File: src/rtl/scr_pkg.sv
package scr_pkg;

  localparam int unsigned DEF_ADDR_W = 12;
  localparam logic [DEF_ADDR_W-1:0] DEF_CTRL_ADDR = 12'h103;
  localparam logic [DEF_ADDR_W-1:0] DEF_LO_ADDR   = 12'h104;
  localparam logic [DEF_ADDR_W-1:0] DEF_HI_ADDR   = 12'h105;

  typedef enum logic [1:0] {
    TRK_IDLE = 2'd0,
    TRK_LO   = 2'd1,
    TRK_OK   = 2'd2,
    TRK_BAD  = 2'd3
  } trk_e;

endpackage

File: src/rtl/scr_counter.sv
module scr_counter #(
  parameter int unsigned HALF_W = 32
) (
  input  logic              clk,
  input  logic              rst,
  input  logic              en,
  output logic [HALF_W-1:0] lo,
  output logic [HALF_W-1:0] hi,
  output logic              hi_step
);
  localparam int unsigned NSEG = 2;

  logic [HALF_W-1:0] seg_q [NSEG];
  logic [NSEG-1:0]   carry;

  assign carry[0] = en;

  for (genvar g = 1; g < NSEG; g++) begin : g_chain
    // each segment steps when every lower segment is saturated
    assign carry[g] = carry[g-1] & (&seg_q[g-1]);
  end

  for (genvar g = 0; g < NSEG; g++) begin : g_seg
    always_ff @(posedge clk) begin
      if (rst) begin
        seg_q[g] <= '0;
      end else if (carry[g]) begin
        seg_q[g] <= seg_q[g] + 1'b1;
      end
    end
  end

  assign lo      = seg_q[0];
  assign hi      = seg_q[1];
  assign hi_step = carry[1];

endmodule

File: src/rtl/scr_read_tracker.sv
module scr_read_tracker
  import scr_pkg::*;
(
  input  logic clk,
  input  logic rst,
  input  logic lo_rd,
  input  logic hi_rd,
  input  logic irq_taken,
  input  logic hi_step,
  output trk_e state
);
  trk_e state_q;
  logic taint_q;

  always_ff @(posedge clk) begin
    if (rst) begin
      state_q <= TRK_IDLE;
      taint_q <= 1'b0;
    end else if (lo_rd) begin
      // a low read always opens a fresh window
      state_q <= TRK_LO;
      taint_q <= hi_step | irq_taken;
    end else if (hi_rd) begin
      if (state_q == TRK_LO && !taint_q && !irq_taken) begin
        state_q <= TRK_OK;
      end else begin
        state_q <= TRK_BAD;
      end
      taint_q <= 1'b0;
    end else if (state_q == TRK_LO) begin
      taint_q <= taint_q | hi_step | irq_taken;
    end
  end

  assign state = state_q;

endmodule

File: src/rtl/scr_regport.sv
module scr_regport #(
  parameter int unsigned HALF_W = 32,
  parameter int unsigned ADDR_W = 12,
  parameter logic [ADDR_W-1:0] CTRL_ADDR = 12'h103,
  parameter logic [ADDR_W-1:0] LO_ADDR   = 12'h104,
  parameter logic [ADDR_W-1:0] HI_ADDR   = 12'h105
) (
  input  logic              clk,
  input  logic              rst,
  input  logic [ADDR_W-1:0] addr,
  input  logic              wr_en,
  input  logic [HALF_W-1:0] wdata,
  input  logic              rd_en,
  input  logic [HALF_W-1:0] cnt_lo,
  input  logic [HALF_W-1:0] cnt_hi,
  input  logic              pair_ok,
  output logic              cnt_en,
  output logic              lo_rd,
  output logic              hi_rd,
  output logic [HALF_W-1:0] rdata
);
  localparam int unsigned PAD_W = HALF_W - 2;

  logic              en_q;
  logic [HALF_W-1:0] rdata_q;
  logic [HALF_W-1:0] ctrl_view;
  logic              unused_wbits;

  assign unused_wbits = ^wdata[HALF_W-1:1];

  assign lo_rd     = rd_en && (addr == LO_ADDR);
  assign hi_rd     = rd_en && (addr == HI_ADDR);
  assign ctrl_view = {pair_ok, {PAD_W{1'b0}}, en_q};

  always_ff @(posedge clk) begin
    if (rst) begin
      en_q <= 1'b0;
    end else if (wr_en && addr == CTRL_ADDR) begin
      en_q <= wdata[0];
    end
  end

  always_ff @(posedge clk) begin
    if (rst) begin
      rdata_q <= '0;
    end else if (rd_en) begin
      if (addr == CTRL_ADDR) begin
        rdata_q <= ctrl_view;
      end else if (lo_rd) begin
        rdata_q <= cnt_lo;
      end else if (hi_rd) begin
        rdata_q <= cnt_hi;
      end else begin
        rdata_q <= '0;
      end
    end
  end

  assign cnt_en = en_q;
  assign rdata  = rdata_q;

endmodule

File: src/rtl/split_read_counter.sv
module split_read_counter
  import scr_pkg::*;
#(
  parameter int unsigned HALF_W = 32,
  parameter int unsigned ADDR_W = DEF_ADDR_W,
  parameter logic [ADDR_W-1:0] CTRL_ADDR = DEF_CTRL_ADDR,
  parameter logic [ADDR_W-1:0] LO_ADDR   = DEF_LO_ADDR,
  parameter logic [ADDR_W-1:0] HI_ADDR   = DEF_HI_ADDR
) (
  input  logic              clk,
  input  logic              rst,
  input  logic [ADDR_W-1:0] addr,
  input  logic              wr_en,
  input  logic [HALF_W-1:0] wdata,
  input  logic              rd_en,
  input  logic              irq_taken,
  output logic [HALF_W-1:0] rdata
);
  logic [HALF_W-1:0] cnt_lo;
  logic [HALF_W-1:0] cnt_hi;
  logic              hi_step;
  logic              cnt_en;
  logic              lo_rd;
  logic              hi_rd;
  logic              pair_ok;
  trk_e              trk_state;

  scr_counter #(.HALF_W(HALF_W)) u_cnt (
    .clk     (clk),
    .rst     (rst),
    .en      (cnt_en),
    .lo      (cnt_lo),
    .hi      (cnt_hi),
    .hi_step (hi_step)
  );

  scr_read_tracker u_trk (
    .clk       (clk),
    .rst       (rst),
    .lo_rd     (lo_rd),
    .hi_rd     (hi_rd),
    .irq_taken (irq_taken),
    .hi_step   (hi_step),
    .state     (trk_state)
  );

  assign pair_ok = (trk_state == TRK_OK);

  scr_regport #(
    .HALF_W    (HALF_W),
    .ADDR_W    (ADDR_W),
    .CTRL_ADDR (CTRL_ADDR),
    .LO_ADDR   (LO_ADDR),
    .HI_ADDR   (HI_ADDR)
  ) u_port (
    .clk     (clk),
    .rst     (rst),
    .addr    (addr),
    .wr_en   (wr_en),
    .wdata   (wdata),
    .rd_en   (rd_en),
    .cnt_lo  (cnt_lo),
    .cnt_hi  (cnt_hi),
    .pair_ok (pair_ok),
    .cnt_en  (cnt_en),
    .lo_rd   (lo_rd),
    .hi_rd   (hi_rd),
    .rdata   (rdata)
  );

endmodule

File: config.mk
export PLATFORM = sky130hd
export DESIGN_NAME = split_read_counter
export DESIGN_NICKNAME = d
export VERILOG_FILES = /design/src/rtl/scr_pkg.sv /design/src/rtl/scr_counter.sv /design/src/rtl/scr_read_tracker.sv /design/src/rtl/scr_regport.sv /design/src/rtl/split_read_counter.sv
export SDC_FILE = /design/constraint.sdc
export NUM_CORES = 1
export LEC_CHECK = 0
export ABC_AREA = 1
export CAP_MARGIN = 20
export CORE_ASPECT_RATIO = 0.5
export CORE_MARGIN = 3
export CORE_UTILIZATION = 55
export DETAILED_ROUTE_END_ITERATION = 10
export PLACE_DENSITY = 0.81
export SETUP_SLACK_MARGIN = 0.4
export SLEW_MARGIN = 0
export SYNTH_ARGS = -nofsm -noshare
export SYNTH_HDL_FRONTEND = slang
export SYNTH_SLANG_ARGS = --single-unit
File: constraint.sdc
create_clock -name clk -period 5.8 [get_ports clk]
set_clock_uncertainty 0.15 [all_clocks]
set_input_delay 1.16 -clock clk [delete_from_list [all_inputs] [get_ports clk]]
set_output_delay 1.16 -clock clk [all_outputs]
set_load 0.01 [all_outputs]
# Yosys cells after proc, flatten, opt, wreduce, memory -nomap -nowiden
# Memory sizes are Yosys's and may differ from the RTL's.
# Cells that the tools add are included.
dict set report word_totals {
  reg_bits 36
  mem_bits_rw 64
  input_bits 49
  out_inout_bits 32
  word_cells 49
  n_memories 1
}
dict set report classes {
  addsub 2
  eq_ne 5
  mux 19
  n_bitwise 6
  reduce_logical 11
}
# memory depth width read_ports rd_ports_with_merged_regs write_ports line
set mem_list {}
lappend mem_list {u_cnt.seg_q 2 32 2 0 2 scr_counter.sv:13} ;# logic [HALF_W-1:0] seg_q [NSEG];
# op count
set ops {}
lappend ops {{2-to-1 mux 32 bit} 5}
lappend ops {{adder 32 x 1 -> 32 bit, second input constant} 2}
lappend ops {{== test 12 x 9 -> 1 bit, second input constant} 3}
lappend ops {{AND reduction 32 bit} 1}
lappend ops {{2-to-1 mux 1 bit} 14}
lappend ops {{logical AND 1 bit} 5}
lappend ops {{OR 1 bit} 5}
lappend ops {{nonzero test 3 bit} 1}
lappend ops {{== test 2 x 1 -> 1 bit, second input constant} 1}
lappend ops {{== test 2 bit, second input constant} 1}
lappend ops {{zero test 1 bit} 2}
lappend ops {{nonzero test 2 bit} 1}
lappend ops {{OR reduction 2 bit} 1}
lappend ops {{bitwise AND 1 bit} 1}

# Depth between registers and ports, before layout
# Gate-level depths: netlist (run 1).
# An unclocked memory read counts as a cell.
dict set report depth {
  ltp_word 8
  mapped_depth 12
  depth_no_buf 12
}

# Hierarchy
# A second synthesis (run 1) with hierarchy kept.
dict set report hier_totals {
  cells_unflattened 818
  hier_area_um2 6047.0
}
# mod instances cells_each area_per_inst_um2 seq_area_each_um2
set by_module_without_submodules {}
lappend by_module_without_submodules {scr_counter 1 526 4091.4 1921.8}
lappend by_module_without_submodules {scr_regport 1 268 1794.2 660.6}
lappend by_module_without_submodules {scr_read_tracker 1 22 151.4 60.1}
lappend by_module_without_submodules {split_read_counter 1 2 10.0 0.0}

# Worst setup path after synthesis (run 1)
# Ideal clock, no wire load.
dict set report synth_timing {
  path_kind {input to register}
  startpoint {input port rst}
  endpoint {memory u_cnt.seg_q[0][0], enable pin}
  arrival_time_ps 2236
  t_required_ps 5261
  path_slack_ps 3024
  path_stages 3
  path_cell_list {clkinv_1 > clkbuf_1 > nand2_1}
}
# item line
set synth_rtl {}
lappend synth_rtl {{from (decl)} split_read_counter.sv:11} ;# input logic rst,
lappend synth_rtl {{to (decl)} scr_counter.sv:13}

==> results of run 1 <==
per-layer routing:
layer,vias up,track usage,routed length (um)
met5,-,0,0
met4,0,0.0584,176
met3,19,0.0525,1230
met2,178,0.405,6560
met1,2436,0.384,6930
li1,2619,-,-
area by class of cell:
class | count | area share
inverter | 114 | 0.0648
timing repair buffer | 53 | 0.0786
clock inverter | 6 | 0.00945
sequential | 100 | 0.399
tap | 135 | 0.0255
multi-input combinational | 550 | 0.388
clock buffer | 10 | 0.0346
worst max path at each step:
stage | endpoint | slack (ns) | cells after the start
after global placement | u_cnt.seg_q[0][4]$_SDFFCE_PN0P_ | 2.01 | 5
after floorplan | u_cnt.seg_q[0][0]$_SDFFCE_PN0P_ | 3.02 | 3
final | u_cnt.seg_q[0][4]$_SDFFCE_PN0P_ | 2.28 | 5
after global routing | u_cnt.seg_q[0][4]$_SDFFCE_PN0P_ | 2.11 | 5
after CTS | u_cnt.seg_q[0][4]$_SDFFCE_PN0P_ | 2.31 | 5
after detailed placement | u_cnt.seg_q[0][4]$_SDFFCE_PN0P_ | 1.97 | 5
cell families (layout without fill, tap and decap cells):
group                    count (synthesis)  after routing  synth area share
adder cells (fa/ha/maj)                  2              2           0.00437
XOR/XNOR                                14             14            0.0214
AO/OA/AOI/OAI                           83             83            0.0831
flip-flops                             100            100             0.462
buffers and inverters                  128            183            0.0897
AND/OR/NAND/NOR                        451            451             0.340
cell usage in the layout (no fill, tap or decap), types with 2 or more instances in the layout:
cell	Yosys	layout
xor2_1	11	11
nor4_1	2	2
nand4_1	12	12
clkbuf_16	0	9
dfxtp_1	36	36
buf_4	1	4
nand3_2	2	2
clkinv_1	3	3
nor3b_1	2	2
nor3_1	31	31
nor2_1	97	97
a21oi_1	36	36
ha_1	2	2
clkdlybuf4s50_1	0	49
or2_2	4	4
xnor2_1	3	3
inv_2	2	2
a31oi_1	7	7
inv_1	108	108
o21ai_0	19	19
nor2_2	6	6
nand2_1	240	240
clkinv_2	1	3
nand2_2	7	7
nor2_4	6	6
o211ai_1	18	18
edfxtp_1	64	64
nand3b_1	4	4
nand3_1	37	37
worst min-delay path: stages, from the launching register on:
cell and delay (ns):
dfxtp_1 0.31, nand2_1 0.06, a21oi_1 0.05
through the flow:
step / setup slack [ns] / hold WS (ns)
after floorplan: 3.02 / 0.296
final: 2.28 / 0.319
after CTS: 2.31 / 0.320
after global routing: 2.11 / 0.357
after global placement: 2.01 / 0.308
after detailed placement: 1.97 / 0.311
flip-flops by register name, summed over array words and instances (netlist names):
name           flops
u_port.rdata      32
u_cnt.seg_q       64
u_port.cnt_en      1
u_trk.taint_q      1
u_trk.state        2
where the power goes:
| part | switching [mW] | leakage (nW) | total [mW] | internal (mW) |
|---|---|---|---|---|
| clock | 0.274 | 0.143 | 0.609 | 0.335 |
| sequential | 0.0275 | 0.924 | 0.802 | 0.775 |
| combinational | 0.0526 | 1.53 | 0.0793 | 0.0267 |
==> impl_metrics.env, run 1 <==
export IMPL_status="completed"
export IMPL_startpoint_type="input pin"
export IMPL_synth_edf_count=64
export IMPL_post_route_util=0.676
export IMPL_final_nets=879
export IMPL_cts_buffers=9
export IMPL_fmax_ghz=0.284
export IMPL_reg2reg_depth=10
export IMPL_synth_ff_type="edfxtp_1"
export IMPL_io_pin_count=81
export IMPL_yosysTopAreaCellShare=0.336
export IMPL_yosysMostFrequentCell="nand2_1"
export IMPL_max_cap_violations=0
export IMPL_cp_cell_sequence="clkdlybuf4s50_1 -> nor2_1 -> inv_1 -> a21oi_1 -> o21a_1"
export IMPL_cts_tree="built"
export IMPL_p_leak_nw=2.60
export IMPL_start_util=0.584
export IMPL_clkLatencyLatePin_ns=0.36
export IMPL_holdPathEnd="u_port.rdata[0]$_SDFFE_PP0P_"
export IMPL_crit_family="buffers and inverters"
export IMPL_synth_area_top_cells="edfxtp_1 34%, nand2_1 16%, dfxtp_1 13%, inv_1 7.1%, nor2_1 6.4%"
export IMPL_root_buffer="clkbuf_16"
export IMPL_chipHeight_um=78.1
export IMPL_cts_clk_slew_worst_paths_ns=0.07
export IMPL_rsz0062_at_grt="no"
export IMPL_final_area_um2=6620
export IMPL_synth_cell_types=35
export IMPL_fillCellCount=824
export IMPL_slew_viol_final=0
export IMPL_total_power_mw=1.49
export IMPL_hold_depth=2
export IMPL_final_cells=968
export IMPL_grt_pass1_wl_um=24200
export IMPL_drc=0
export IMPL_timing_final_crit_share=0.606
export IMPL_syn_area_per_cell_um2=7.35
export IMPL_grt_overflow_total=0
export IMPL_syn_area_um2=5720
export IMPL_synth_nets=829
export IMPL_post_cts_buffers=0
export IMPL_seqCellArea_um2=2640
export IMPL_antenna_found_initial=0
export IMPL_cp_startpoint="rst"
export IMPL_cts_max_level=3
export IMPL_rows=25
export IMPL_port_buffers=49
export IMPL_cts_resized_gates=0
export IMPL_synth_top_area_cell="edfxtp_1"
export IMPL_multiInputGateArea_um2=2570
export IMPL_die_area_um2=11700
export IMPL_critPathMaxStageDelay_ns=0.76
export IMPL_ys_warn_count=0
export IMPL_dr_pass1_iters=5
export IMPL_fp_dieW_um=150
export IMPL_worstHoldStart="u_port.rdata[0]$_SDFFE_PP0P_"
export IMPL_gp_congestion=0.936
export IMPL_clkSinkCount=100
export IMPL_timing_critical_path_buf_inv=2
export IMPL_endpoint_kind="flip-flop"
export IMPL_setup_tns_ns=0
export IMPL_antenna_left=0
export IMPL_routed_wl_um=14900
export IMPL_synth_commonest_cells="240 x nand2_1, 108 x inv_1, 97 x nor2_1"
export IMPL_vias=5252
export IMPL_reg2reg_from="u_cnt.seg_q[0][0]$_SDFFCE_PN0P_"
export IMPL_slew_headroom=0.336
export IMPL_vias_per_cell=5.43
export IMPL_n_antenna_cell=0
export IMPL_crit_path_top_delay_cell="nor2_1"
export IMPL_grtUsageTotal=0.262
export IMPL_required_ns=5.88
export IMPL_yosysSeqAreaShare=0.462
export IMPL_syn_inst=778
export IMPL_crit_arrival_ns=3.60
export IMPL_cts_hold_buf=0
export IMPL_synth_seq_cells=100
export IMPL_vdd_ir_drop_max_v=0.000128
export IMPL_cts_buffer_depth=2
export IMPL_fin_crit_ns=3.52
export IMPL_wl_per_cell_um=15.4
export IMPL_drive_gt1_frac=0.0576
export IMPL_async_flop_share=0
export IMPL_critPathKind="in -> reg"
export IMPL_crit_fanout=22
export IMPL_r2r_end="u_cnt.seg_q[1][21]$_SDFFCE_PN0P_"
export IMPL_core_area_um2=9790
export IMPL_dpl_cell_area_um2=6330
export IMPL_hold_violations=0
export IMPL_rrSetupSlack_ns=3.22
export IMPL_drt_iter0_drc=488
export IMPL_dp_cells=952
export IMPL_worst_pin_slew_ns=0.995
export IMPL_grt_max_degree=33
export IMPL_dp_hpwl_um=11300
export IMPL_min_path_type="reg -> reg"
export IMPL_grt_pass1_vias=4841
export IMPL_power_density_nw_per_um2=225
export IMPL_syn_to_final_growth_pct=15.7
export IMPL_finalSetupViolCount=0
No activity file was read; power rests on OpenSTA's default activity.
==> run 2: changes to the inputs <==
Clock period 5.8 ns to 3.31 ns, I/O delays scaled along.
==> run 2 against run 1 <==
Global-route usage grew 0.93 points. Combinational power up 79%. Clock power rose by 84%. Highest routed layer unchanged.
==> impl_metrics.env, run 2 (synthesis results as in run 1) <==
export IMPL_cts_buffer_depth=2
export IMPL_reg2reg_depth=8
export IMPL_hold_violations=0
export IMPL_total_power_mw=2.67
export IMPL_layout_common_cells="240 x nand2_1, 108 x inv_1, 97 x nor2_1"
export IMPL_clkLatencyLatePin_ns=0.36
export IMPL_grt_pass1_wl_um=25000
export IMPL_endpoint="u_cnt.seg_q[0][19]$_SDFFCE_PN0P_"
export IMPL_cts_buffers=9
export IMPL_status="completed"
export IMPL_min_path_type="reg -> reg"
export IMPL_holdWs_ns=0.322
export IMPL_grt_max_degree=33
export IMPL_post_route_util=0.682
export IMPL_fmax_ghz=0.380
export IMPL_cts_hold_buf=0
export IMPL_cts_tree="built"
export IMPL_slew_headroom=0.479
export IMPL_n_antenna_cell=0
export IMPL_final_nets=884
export IMPL_vias_per_cell=5.42
export IMPL_grt_pass1_vias=4978
export IMPL_startpoint_type="input pin"
export IMPL_gp_congestion=0.940
export IMPL_p_leak_nw=2.62
export IMPL_max_cap_violations=0
export IMPL_post_cts_buffers=0
export IMPL_start_util=0.584
export IMPL_layout_commonest_cell="nand2_1"
export IMPL_fin_crit_ns=2.63
export IMPL_die_area_um2=11700
export IMPL_r2r_end="u_cnt.seg_q[1][18]$_SDFFCE_PN0P_"
export IMPL_endpoint_kind="flip-flop"
export IMPL_cp_startpoint="rst"
export IMPL_dr_pass1_iters=5
export IMPL_fp_dieW_um=150
export IMPL_grtUsageTotal=0.272
export IMPL_worst_pin_slew_ns=0.779
export IMPL_vdd_ir_drop_max_v=0.000271
export IMPL_finalSetupViolCount=0
export IMPL_antenna_left=0
export IMPL_cts_clk_slew_worst_paths_ns=0.07
export IMPL_rows=25
export IMPL_antenna_found_initial=0
export IMPL_pre_cts_slack_ns=0.303
export IMPL_io_pin_count=81
export IMPL_root_buffer="clkbuf_16"
export IMPL_crit_fanout=15
export IMPL_cts_max_level=3
export IMPL_setup_ws_ns=0.680
export IMPL_cts_resized_gates=0
export IMPL_required_ns=3.35
export IMPL_setup_tns_ns=0
export IMPL_vias=5272
export IMPL_core_area_um2=9790
export IMPL_chipHeight_um=78.1
export IMPL_critPathMaxStageDelay_ns=0.66
export IMPL_syn_to_final_growth_pct=16.7
export IMPL_largest_register_ff_count=64
export IMPL_critPathKind="in -> reg"
export IMPL_wl_per_cell_um=15.4
export IMPL_crit_arrival_ns=2.67
export IMPL_dp_hpwl_um=11300
export IMPL_slew_viol_final=0
export IMPL_drt_iter0_drc=601
export IMPL_routed_wl_um=15000
export IMPL_cp_cell_sequence="clkdlybuf4s50_1 -> nor2_1 -> inv_1 -> buf_4 -> nor3_1"
export IMPL_grt_overflow_total=0
export IMPL_crit_path_top_delay_cell="nor2_1"
export IMPL_fillCellCount=833
export IMPL_drc=0
export IMPL_rrSetupSlack_ns=0.89
export IMPL_timing_final_crit_share=0.795
export IMPL_regMostFlops="u_cnt.seg_q"
export IMPL_power_density_nw_per_um2=399
export IMPL_port_buffers=49
export IMPL_clkSinkCount=100
export IMPL_reg2reg_from="u_cnt.seg_q[0][0]$_SDFFCE_PN0P_"
export IMPL_rsz0062_at_grt="no"
export IMPL_drive_gt1_frac=0.0621
==> run 2: final cells by class <==
class	instances	area [um^2]	share of cell area
Clock inverter	5	58.8	0.00881
Tap cell	135	169	0.0253
Timing Repair Buffer	58	558	0.0836
Clock buffer	11	254	0.0380
Inverter	114	429	0.0643
Sequential cell	100	2640	0.396
Multi-Input combinational cell	550	2570	0.384
==> run 2: worst max-delay path, delay by kind of cell <==
| family | cells | cell delay (ns) |
|---|---|---|
| and+or+nand+nor | 2 | 0.86 |
| buffers and inverters | 3 | 1.15 |
==> run 2: where the power goes <==
part           internal (mW)  leakage, nW  total [mW]  switching [mW]
clock                  0.634        0.149        1.12           0.483
sequential              1.36        0.924        1.41          0.0489
combinational         0.0491         1.55       0.142          0.0932
total                   2.04         2.62        2.67           0.625
==> run 2: worst min path at each step <==
stage / start / end / slack, ns / cells after the start
after floorplan: u_trk.taint_q$_SDFFE_PP0P_ / u_trk.taint_q$_SDFFE_PP0P_ / 0.30 / 2
after CTS: u_port.rdata[0]$_SDFFE_PP0P_ / u_port.rdata[0]$_SDFFE_PP0P_ / 0.32 / 2
after global routing: u_port.rdata[0]$_SDFFE_PP0P_ / u_port.rdata[0]$_SDFFE_PP0P_ / 0.33 / 2
final: u_port.rdata[0]$_SDFFE_PP0P_ / u_port.rdata[0]$_SDFFE_PP0P_ / 0.32 / 2
after detailed placement: u_port.rdata[0]$_SDFFE_PP0P_ / u_port.rdata[0]$_SDFFE_PP0P_ / 0.31 / 2
after global placement: u_port.rdata[0]$_SDFFE_PP0P_ / u_port.rdata[0]$_SDFFE_PP0P_ / 0.31 / 2
==> run 2: stage by stage <==
| stage | instance area, um^2 | instances |
|---|---|---|
| 4_1_cts | 6680 | 973 |
| 3_3_place_gp | 6360 | 957 |
| 5_1_grt | 6680 | 973 |
| 3_5_place_dp | 6360 | 957 |
| 2_1_floorplan | 5720 | 778 |
| 6_report | 6680 | 973 |
==> run 2: per-layer routing <==
metal / vias to the layer above / routed length, um / global-route usage
li1: 2617 / - / -
met3: 20 / 1370 / 0.0606
met5: - / 0 / 0
met1: 2413 / 6850 / 0.399
met2: 222 / 6560 / 0.412
met4: 0 / 170 / 0.0611
